File: src/rtl/qvs_pkg.sv
`timescale 1ns/1ps
package qvs_pkg;

  // Search controller states.
  typedef enum logic [1:0] {
    ST_IDLE   = 2'd0,
    ST_SELECT = 2'd1,
    ST_WAIT   = 2'd2
  } selState_e;

  // Strobes from the controller to the set state.
  typedef struct packed {
    logic promote;
    logic install;
  } dpStrobe_t;

  localparam int CNT_W = 4;

  // Cap select to query count: 0,1,2,4 then 8 for all higher codes.
  function automatic logic [CNT_W-1:0] decodeLimit(input logic [2:0] sel);
    logic [CNT_W-1:0] lim;
    case (sel)
      3'd0:    lim = 4'd0;
      3'd1:    lim = 4'd1;
      3'd2:    lim = 4'd2;
      3'd3:    lim = 4'd4;
      default: lim = 4'd8;
    endcase
    return lim;
  endfunction

endpackage

File: src/rtl/qvs_set_state.sv
`timescale 1ns/1ps
module qvs_set_state
  import qvs_pkg::*;
#(
  parameter int WAYS  = 4,
  parameter int TAG_W = 8,
  localparam int WAY_W = (WAYS > 1) ? $clog2(WAYS) : 1
) (
  input  logic             clk,
  input  logic             rstN,
  input  dpStrobe_t        strobe,
  input  logic [WAY_W-1:0] promoteWay,
  input  logic [WAY_W-1:0] installWay,
  input  logic [TAG_W-1:0] installTag,
  input  logic [TAG_W-1:0] lookupTag,
  output logic             lookupHit,
  output logic [WAY_W-1:0] lookupWay,
  output logic [WAY_W-1:0] lruWay,
  output logic [TAG_W-1:0] lruTag,
  output logic             anyInvalid,
  output logic [WAY_W-1:0] firstInvalid
);

  localparam int AGE_W = WAY_W;
  localparam logic [AGE_W-1:0] OLDEST = AGE_W'(WAYS - 1);

  logic [TAG_W-1:0] tagArr [WAYS];
  logic [AGE_W-1:0] ageArr [WAYS];
  logic [WAYS-1:0]  validVec;
  logic [WAYS-1:0]  matchVec;
  logic [WAYS-1:0]  oldestVec;

  logic             touch;
  logic [WAY_W-1:0] touchWay;
  logic [AGE_W-1:0] touchAge;

  assign touch    = strobe.promote | strobe.install;
  assign touchWay = strobe.install ? installWay : promoteWay;
  assign touchAge = ageArr[touchWay];

  for (genvar gw = 0; gw < WAYS; gw++) begin : g_way
    logic [TAG_W-1:0] tagR;
    logic [AGE_W-1:0] ageR;
    logic             validR;

    always_ff @(posedge clk or negedge rstN) begin
      if (!rstN) begin
        tagR   <= '0;
        ageR   <= AGE_W'(gw);
        validR <= 1'b0;
      end else begin
        if (touch) begin
          if (touchWay == WAY_W'(gw)) begin
            ageR <= '0;
          end else if (ageR < touchAge) begin
            ageR <= ageR + 1'b1;
          end
        end
        if (strobe.install && (installWay == WAY_W'(gw))) begin
          tagR   <= installTag;
          validR <= 1'b1;
        end
      end
    end

    assign tagArr[gw]    = tagR;
    assign ageArr[gw]    = ageR;
    assign validVec[gw]  = validR;
    assign matchVec[gw]  = validR && (tagR == lookupTag);
    assign oldestVec[gw] = (ageR == OLDEST);
  end

  // Priority encoders; the lowest index wins.
  always_comb begin
    lookupWay    = '0;
    lruWay       = '0;
    firstInvalid = '0;
    for (int i = WAYS - 1; i >= 0; i--) begin
      if (matchVec[i])  lookupWay    = WAY_W'(i);
      if (oldestVec[i]) lruWay       = WAY_W'(i);
      if (!validVec[i]) firstInvalid = WAY_W'(i);
    end
  end

  assign lookupHit  = |matchVec;
  assign anyInvalid = ~&validVec;
  assign lruTag     = tagArr[lruWay];

endmodule

File: src/rtl/qvs_search_ctrl.sv
`timescale 1ns/1ps
module qvs_search_ctrl
  import qvs_pkg::*;
#(
  parameter int WAYS  = 4,
  parameter int TAG_W = 8,
  localparam int WAY_W = (WAYS > 1) ? $clog2(WAYS) : 1
) (
  input  logic             clk,
  input  logic             rstN,
  input  logic [2:0]       cfgLimit,
  input  logic             cfgForce,
  input  logic             reqValid,
  input  logic [TAG_W-1:0] reqTag,
  output logic             reqReady,
  output logic             hitValid,
  output logic [WAY_W-1:0] hitWay,
  input  logic             fillReady,
  output logic             qryValid,
  output logic [TAG_W-1:0] qryTag,
  input  logic             rspValid,
  input  logic [TAG_W-1:0] rspTag,
  input  logic             rspPresent,
  output logic             vicValid,
  output logic [WAY_W-1:0] vicWay,
  output logic [TAG_W-1:0] vicTag,
  output logic             vicWasValid,
  output logic             vicBackInv,
  output logic             vicForced,
  output logic [CNT_W-1:0] vicQueries,
  output logic [CNT_W-1:0] vicRescues,
  // set state interface
  output logic [TAG_W-1:0] lookupTag,
  input  logic             lookupHit,
  input  logic [WAY_W-1:0] lookupWay,
  input  logic [WAY_W-1:0] lruWay,
  input  logic [TAG_W-1:0] lruTag,
  input  logic             anyInvalid,
  input  logic [WAY_W-1:0] firstInvalid,
  output dpStrobe_t        strobe,
  output logic [WAY_W-1:0] promoteWay,
  output logic [WAY_W-1:0] installWay,
  output logic [TAG_W-1:0] installTag
);

  selState_e        stateQ;
  logic [TAG_W-1:0] missTagQ;
  logic [WAY_W-1:0] pendWayQ;
  logic [TAG_W-1:0] pendTagQ;
  logic [CNT_W-1:0] qCntQ;
  logic [CNT_W-1:0] rCntQ;
  logic [CNT_W-1:0] limitQ;
  logic             staleQ;
  logic [TAG_W-1:0] staleTagQ;

  logic             forceNow;
  logic             rspMatch;
  logic             accept;
  logic             hitNow;
  logic             issue;
  logic             rescue;
  logic             decide;
  logic [WAY_W-1:0] decWay;
  logic [TAG_W-1:0] decTag;
  logic             decWasValid;
  logic             decBackInv;
  logic             decForced;

  assign reqReady   = (stateQ == ST_IDLE);
  assign lookupTag  = reqTag;
  assign installTag = missTagQ;
  assign forceNow   = cfgForce && fillReady;
  assign rspMatch   = rspValid && (rspTag == pendTagQ);

  always_comb begin
    strobe      = '0;
    promoteWay  = lruWay;
    installWay  = firstInvalid;
    accept      = 1'b0;
    hitNow      = 1'b0;
    issue       = 1'b0;
    rescue      = 1'b0;
    decide      = 1'b0;
    decWay      = lruWay;
    decTag      = lruTag;
    decWasValid = 1'b1;
    decBackInv  = 1'b1;
    decForced   = 1'b0;
    unique case (stateQ)
      ST_IDLE: begin
        if (reqValid) begin
          accept = 1'b1;
          if (lookupHit) begin
            hitNow         = 1'b1;
            strobe.promote = 1'b1;
            promoteWay     = lookupWay;
          end
        end
      end
      ST_SELECT: begin
        if (anyInvalid) begin
          decide      = 1'b1;
          decWay      = firstInvalid;
          decTag      = '0;
          decWasValid = 1'b0;
          decBackInv  = 1'b0;
        end else if (qCntQ == limitQ) begin
          decide = 1'b1;
        end else if (forceNow) begin
          decide    = 1'b1;
          decForced = 1'b1;
        end else if (!staleQ) begin
          issue = 1'b1;
        end
      end
      ST_WAIT: begin
        if (rspMatch) begin
          if (rspPresent) begin
            rescue         = 1'b1;
            strobe.promote = 1'b1;
            promoteWay     = pendWayQ;
          end else begin
            decide     = 1'b1;
            decWay     = pendWayQ;
            decTag     = pendTagQ;
            decBackInv = 1'b0;
          end
        end else if (forceNow) begin
          decide    = 1'b1;
          decWay    = pendWayQ;
          decTag    = pendTagQ;
          decForced = 1'b1;
        end
      end
      default: ;
    endcase
    if (decide) begin
      strobe.install = 1'b1;
      installWay     = decWay;
    end
  end

  always_ff @(posedge clk or negedge rstN) begin
    if (!rstN) begin
      stateQ      <= ST_IDLE;
      missTagQ    <= '0;
      pendWayQ    <= '0;
      pendTagQ    <= '0;
      qCntQ       <= '0;
      rCntQ       <= '0;
      limitQ      <= '0;
      staleQ      <= 1'b0;
      staleTagQ   <= '0;
      hitValid    <= 1'b0;
      hitWay      <= '0;
      qryValid    <= 1'b0;
      qryTag      <= '0;
      vicValid    <= 1'b0;
      vicWay      <= '0;
      vicTag      <= '0;
      vicWasValid <= 1'b0;
      vicBackInv  <= 1'b0;
      vicForced   <= 1'b0;
      vicQueries  <= '0;
      vicRescues  <= '0;
    end else begin
      hitValid <= hitNow;
      if (hitNow) hitWay <= lookupWay;
      qryValid <= issue;
      if (issue) qryTag <= lruTag;
      vicValid <= decide;
      if (decide) begin
        vicWay      <= decWay;
        vicTag      <= decTag;
        vicWasValid <= decWasValid;
        vicBackInv  <= decBackInv;
        vicForced   <= decForced;
        vicQueries  <= qCntQ;
        vicRescues  <= rCntQ;
      end

      // An unanswered query left behind by a forced pick.
      if (stateQ == ST_WAIT && decide && decForced) begin
        staleQ    <= 1'b1;
        staleTagQ <= pendTagQ;
      end else if (staleQ && rspValid && (rspTag == staleTagQ)) begin
        staleQ <= 1'b0;
      end

      unique case (stateQ)
        ST_IDLE: begin
          if (accept && !lookupHit) begin
            stateQ   <= ST_SELECT;
            missTagQ <= reqTag;
            qCntQ    <= '0;
            rCntQ    <= '0;
            limitQ   <= decodeLimit(cfgLimit);
          end
        end
        ST_SELECT: begin
          if (decide) begin
            stateQ <= ST_IDLE;
          end else if (issue) begin
            stateQ   <= ST_WAIT;
            pendWayQ <= lruWay;
            pendTagQ <= lruTag;
            qCntQ    <= qCntQ + 1'b1;
          end
        end
        ST_WAIT: begin
          if (rescue) begin
            stateQ <= ST_SELECT;
            rCntQ  <= rCntQ + 1'b1;
          end else if (decide) begin
            stateQ <= ST_IDLE;
          end
        end
        default: stateQ <= ST_IDLE;
      endcase
    end
  end

endmodule

File: src/rtl/query_victim_selector.sv
`timescale 1ns/1ps
module query_victim_selector
  import qvs_pkg::*;
#(
  parameter int WAYS  = 4,
  parameter int TAG_W = 8,
  localparam int WAY_W = (WAYS > 1) ? $clog2(WAYS) : 1
) (
  input  logic             clk,
  input  logic             rstN,
  input  logic [2:0]       cfgLimit,
  input  logic             cfgForce,
  input  logic             reqValid,
  input  logic [TAG_W-1:0] reqTag,
  output logic             reqReady,
  output logic             hitValid,
  output logic [WAY_W-1:0] hitWay,
  input  logic             fillReady,
  output logic             qryValid,
  output logic [TAG_W-1:0] qryTag,
  input  logic             rspValid,
  input  logic [TAG_W-1:0] rspTag,
  input  logic             rspPresent,
  output logic             vicValid,
  output logic [WAY_W-1:0] vicWay,
  output logic [TAG_W-1:0] vicTag,
  output logic             vicWasValid,
  output logic             vicBackInv,
  output logic             vicForced,
  output logic [CNT_W-1:0] vicQueries,
  output logic [CNT_W-1:0] vicRescues
);

  dpStrobe_t        strobe;
  logic [WAY_W-1:0] promoteWay;
  logic [WAY_W-1:0] installWay;
  logic [TAG_W-1:0] installTag;
  logic [TAG_W-1:0] lookupTag;
  logic             lookupHit;
  logic [WAY_W-1:0] lookupWay;
  logic [WAY_W-1:0] lruWay;
  logic [TAG_W-1:0] lruTag;
  logic             anyInvalid;
  logic [WAY_W-1:0] firstInvalid;

  qvs_search_ctrl #(.WAYS(WAYS), .TAG_W(TAG_W)) u_ctrl (
    .clk          (clk),
    .rstN         (rstN),
    .cfgLimit     (cfgLimit),
    .cfgForce     (cfgForce),
    .reqValid     (reqValid),
    .reqTag       (reqTag),
    .reqReady     (reqReady),
    .hitValid     (hitValid),
    .hitWay       (hitWay),
    .fillReady    (fillReady),
    .qryValid     (qryValid),
    .qryTag       (qryTag),
    .rspValid     (rspValid),
    .rspTag       (rspTag),
    .rspPresent   (rspPresent),
    .vicValid     (vicValid),
    .vicWay       (vicWay),
    .vicTag       (vicTag),
    .vicWasValid  (vicWasValid),
    .vicBackInv   (vicBackInv),
    .vicForced    (vicForced),
    .vicQueries   (vicQueries),
    .vicRescues   (vicRescues),
    .lookupTag    (lookupTag),
    .lookupHit    (lookupHit),
    .lookupWay    (lookupWay),
    .lruWay       (lruWay),
    .lruTag       (lruTag),
    .anyInvalid   (anyInvalid),
    .firstInvalid (firstInvalid),
    .strobe       (strobe),
    .promoteWay   (promoteWay),
    .installWay   (installWay),
    .installTag   (installTag)
  );

  qvs_set_state #(.WAYS(WAYS), .TAG_W(TAG_W)) u_set (
    .clk          (clk),
    .rstN         (rstN),
    .strobe       (strobe),
    .promoteWay   (promoteWay),
    .installWay   (installWay),
    .installTag   (installTag),
    .lookupTag    (lookupTag),
    .lookupHit    (lookupHit),
    .lookupWay    (lookupWay),
    .lruWay       (lruWay),
    .lruTag       (lruTag),
    .anyInvalid   (anyInvalid),
    .firstInvalid (firstInvalid)
  );

endmodule

File: config.mk
export PLATFORM = sky130hd
export DESIGN_NAME = query_victim_selector
export DESIGN_NICKNAME = d
export VERILOG_FILES = /design/src/rtl/qvs_pkg.sv /design/src/rtl/qvs_set_state.sv /design/src/rtl/qvs_search_ctrl.sv /design/src/rtl/query_victim_selector.sv
export SDC_FILE = /design/constraint.sdc
export NUM_CORES = 1
export LEC_CHECK = 0
export ABC_AREA = 1
export CAP_MARGIN = 20
export CELL_PAD_IN_SITES_DETAIL_PLACEMENT = 1
export CELL_PAD_IN_SITES_GLOBAL_PLACEMENT = 1
export CORE_MARGIN = 3
export CORE_UTILIZATION = 35
export CTS_CLUSTER_DIAMETER = 120
export DETAILED_ROUTE_END_ITERATION = 10
export DONT_BUFFER_PORTS = 1
export GPL_ROUTABILITY_DRIVEN = 1
export PLACE_DENSITY_LB_ADDON = 0.1
export SLEW_MARGIN = 20
export SYNTH_ARGS = -nofsm -noshare
export SYNTH_HDL_FRONTEND = slang
export SYNTH_SLANG_ARGS = --single-unit
File: constraint.sdc
create_clock -name clk -period 3.3 [get_ports clk]
set_clock_uncertainty 0.1 [all_clocks]
set_input_delay 0.66 -clock clk [delete_from_list [all_inputs] [get_ports clk]]
set_output_delay 0.66 -clock clk [all_outputs]
set_load 0.03 [all_outputs]
==> results_dict.tcl <==
set metrics [dict create \
    worstPathArrival_ps 3240 \
    worstSkewPairLatency_ps 420 \
    min_period_ps 3030 \
    status "complete, but fails checks" \
    maxSlewHeadroom_pct 57.9 \
    syn_area_per_cell_um2 7.04 \
    leakagePower_nw 3.88 \
    final_max_slew_viol_count 0 \
    violations "negative hold slack" \
    ant_nets 0 \
    path_common_cell "nand2_1" \
    synth_top_family_by_area "simple AND/OR/NAND/NOR gates" \
    critPathMaxFanout 7 \
    drc 0 \
    clk_pin_slew_ps 60 \
    synth_edf_count 0 \
    hold_violations 115 \
    die_h_um 145 \
    rsz0062_at_grt "no" \
    hold_class "input port to async pin" \
    pin_count 61 \
    async_reset_ff_share_pct 100 \
    tightest_slew_ps 631 \
    cap_violations 0 \
    setup_violations 0 \
    via_per_inst 4.91 \
    overflow 0 \
    cts_tree "done" \
    vias 6118 \
    synth_compound_area_share_pct 13.4 \
    post_cts_buffers 0 \
    die-area_um2 20900 \
    first_pass_iters 4 \
    grt_pass1_vias 6225 \
    power.density_nw_per_um2 995 \
    synth_area_um2 6730 \
    synth-simple-area-share_pct 30.3 \
    synth_seq_cells 119 \
    post_drt_wl_per_cell_um 16.8 \
    grt_pass1_wl_um 33500 \
    path_cells "ha_1, or2_2, nand2_2, nand2_1, o21ai_0, nand3_1, nand3_1, nand2_1, nand2_1, inv_1, a21oi_4, inv_2, nand2_1, nand2_1, nor2_1, nand2_1, nand2_1, nand2_1, nand2_1, nand2_1" \
    synthAdderAreaFrac_pct 1.86 \
    rows 50 \
    cts-buffers-inserted 17 \
    diodes 0 \
    area.growth.synth_to_final_pct 14.9 \
    clockBufferDepth 2 \
    grt_usage_pct 20.7 \
    muxShareOfSynthArea_pct 0.167 \
    ys_types 38 \
    yosys_warnings 0 \
    required_ps 3510 \
    clock-sinks 119 \
    start_util_pct 35.8 \
    seq_area_frac_synth_pct 44.3 \
    hold_slack_ps -167 \
    critPathLaunchType "flip-flop" \
    ctsRootBufferMaster "clkbuf_16" \
    htree_levels 4 \
    period_share_pct 91.7 \
    grt_max_degree 120 \
    fin_nets 1009 \
    critical_path_class "flip-flop to flip-flop" \
    cpPeakStageDelay_ps 410 \
    core_um2 18800 \
    antenna_found_initial 0 \
    drive_gt1_share_pct 7.72 \
    wl_um 20900 \
    synthCells 956 \
    dp_hpwl_um 15300 \
    max-vdd-ir-drop_v 0.000394 \
    cp-end-kind "flip-flop" \
    finalSetupTns_ps 0 \
    synth_xor_area_share_pct 1.95 \
    slowest_stage "dfrtp_1" \
    first_iter_violations 324 \
    io_buffers 0 \
    die_w_um 145 \
    routabilityCongestion 0.843 \
    ys.flop_type "dfrtp_1" \
    max_freq_mhz 330 \
    syn-num-nets 992 \
]
[through the flow]
step                util [%]  power (mW)  instances  instance area, µm²  worst slack (ps)
global placement        37.8        5.75       1214                7120               129
detailed placement      37.8        5.79       1214                7120              94.2
CTS                     41.0        7.77       1245                7720               191
finish                  41.1        7.70       1245                7740               274
floorplan                  -        4.77        956                6730               649
global route            41.1        8.33       1245                7740              13.9
[cell families (layout without fill, tap and decap cells)]
| group | Yosys count | after routing |
|---|---|---|
| adder cells (fa/ha/maj) | 10 | 10 |
| AND/OR/NAND/NOR | 507 | 507 |
| AO/OA/AOI/OAI | 164 | 164 |
| flip-flops | 119 | 119 |
| XOR/XNOR | 15 | 15 |
| buffers and inverters | 140 | 169 |
| multiplexers | 1 | 1 |
[final cells by class]
type	count	area, µm²
inverter	116	435
sequential	119	2980
tap	260	325
timing repair buffer	22	169
fill	2384	11100
clock buffer	17	425
clock inverter	14	174
multi-input combinational	697	3230
[critical path: cells and delay by family (launching register included)]
| family | cells | cell delay [ps] |
|---|---|---|
| compound gates | 2 | 320 |
| fa+ha+maj | 1 | 230 |
| buf+inv | 2 | 220 |
| flops | 1 | 410 |
| simple gates | 15 | 1650 |
[flip-flops by register name, summed over array words and instances (netlist names), 2 cells and up]
| name | count |
|---|---|
| u_set.g_way.tagR | 32 |
| u_ctrl.installTag | 8 |
| u_ctrl.pendTagQ | 8 |
| u_ctrl.qryTag | 8 |
| u_ctrl.staleTagQ | 8 |
| u_ctrl.vicTag | 8 |
| u_set.g_way.ageR | 8 |
| u_ctrl.limitQ | 4 |
| u_ctrl.qCntQ | 4 |
| u_ctrl.rCntQ | 4 |
| u_ctrl.vicQueries | 4 |
| u_ctrl.vicRescues | 4 |
| u_set.g_way.validR | 4 |
| u_ctrl.hitWay | 2 |
| u_ctrl.pendWayQ | 2 |
| u_ctrl.stateQ | 2 |
| u_ctrl.vicWay | 2 |
[synth_stat cells (all sizes together), types with 5 or more instances]
library cell / count / area [µm²]
a21oi: 38 / 201
nand2: 359 / 1360
xnor2: 13 / 114
dfrtp: 115 / 2880
nand3b: 5 / 37.5
o21ai: 98 / 490
a31oi: 5 / 31.3
inv: 114 / 428
o211ai: 5 / 37.5
clkbuf: 19 / 71.3
nor3: 6 / 30.0
nor2: 77 / 294
buf: 5 / 30.0
ha: 10 / 125
nand4: 7 / 43.8
nand3: 46 / 230
o31ai: 6 / 45.0
[layer usage]
layer / part of all wire [%] / wire, µm / GRT usage [%] / up-vias
li1: - / - / - / 3077
met1: 48 / 10100 / 27.5 / 2947
met2: 47 / 9900 / 34.7 / 74
met3: 3.5 / 723 / 4.21 / 20
met4: 1.2 / 260 / 5.25 / 0
met5: 0 / 0 / 0 / -
[final timing paths]
path / slack, ps / to / start / depth (start not counted)
max: 270 / u_set.g_way[2].ageR[0]$_DFFE_PN0P_ / u_set.g_way[2].ageR[0]$_DFFE_PN0P_ / 20
min: -170 / u_ctrl.staleTagQ[2]$_DFFE_PN0P_ / rstN / 0
max reg2reg: 270 / u_set.g_way[2].ageR[0]$_DFFE_PN0P_ / u_set.g_way[2].ageR[0]$_DFFE_PN0P_ / 20
min reg2reg: 390 / u_set.g_way[1].ageR[0]$_DFFE_PN1P_ / u_set.g_way[1].ageR[0]$_DFFE_PN1P_ / 2
max in group asynchronous: 3020 / u_set.g_way[1].ageR[0]$_DFFE_PN1P_ / rstN / 0
min in group clk: 230 / u_ctrl.limitQ[2]$_DFFE_PN0P_ / cfgLimit[2] / 1
[layout by cell type (no fill, tap or decap), drive strengths merged]
master / n
o21ai: 98
dfstp: 4
nor3: 6
bufinv: 3
o2111ai: 2
nor3b: 3
o22ai: 3
and3: 1
o32ai: 1
nand4: 7
inv: 117
mux2: 1
nand2: 359
clkbuf: 17
or2: 3
xor2: 2
dfrtp: 115
a21oi: 38
clkinv: 9
a32o: 1
nand3: 46
a32oi: 1
ha: 10
o21a: 1
o31ai: 6
clkinvlp: 1
o41ai: 3
nor2: 77
a31oi: 5
xnor2: 13
buf: 22
o211ai: 5
nand3b: 5
[timing repair]
action	CTS	global route
endpoints found under the setup margin	0	8
endpoints found under the hold margin	119	115
gates resized for setup	0	5
[power breakdown]
part           internal, mW  total [mW]  switching (mW)
clock                  1.19        1.92           0.731
sequential             1.98        2.72           0.739
combinational          1.03        3.06            2.03
total                  4.20        7.70            3.50
Power figures use the tool's default switching activity.
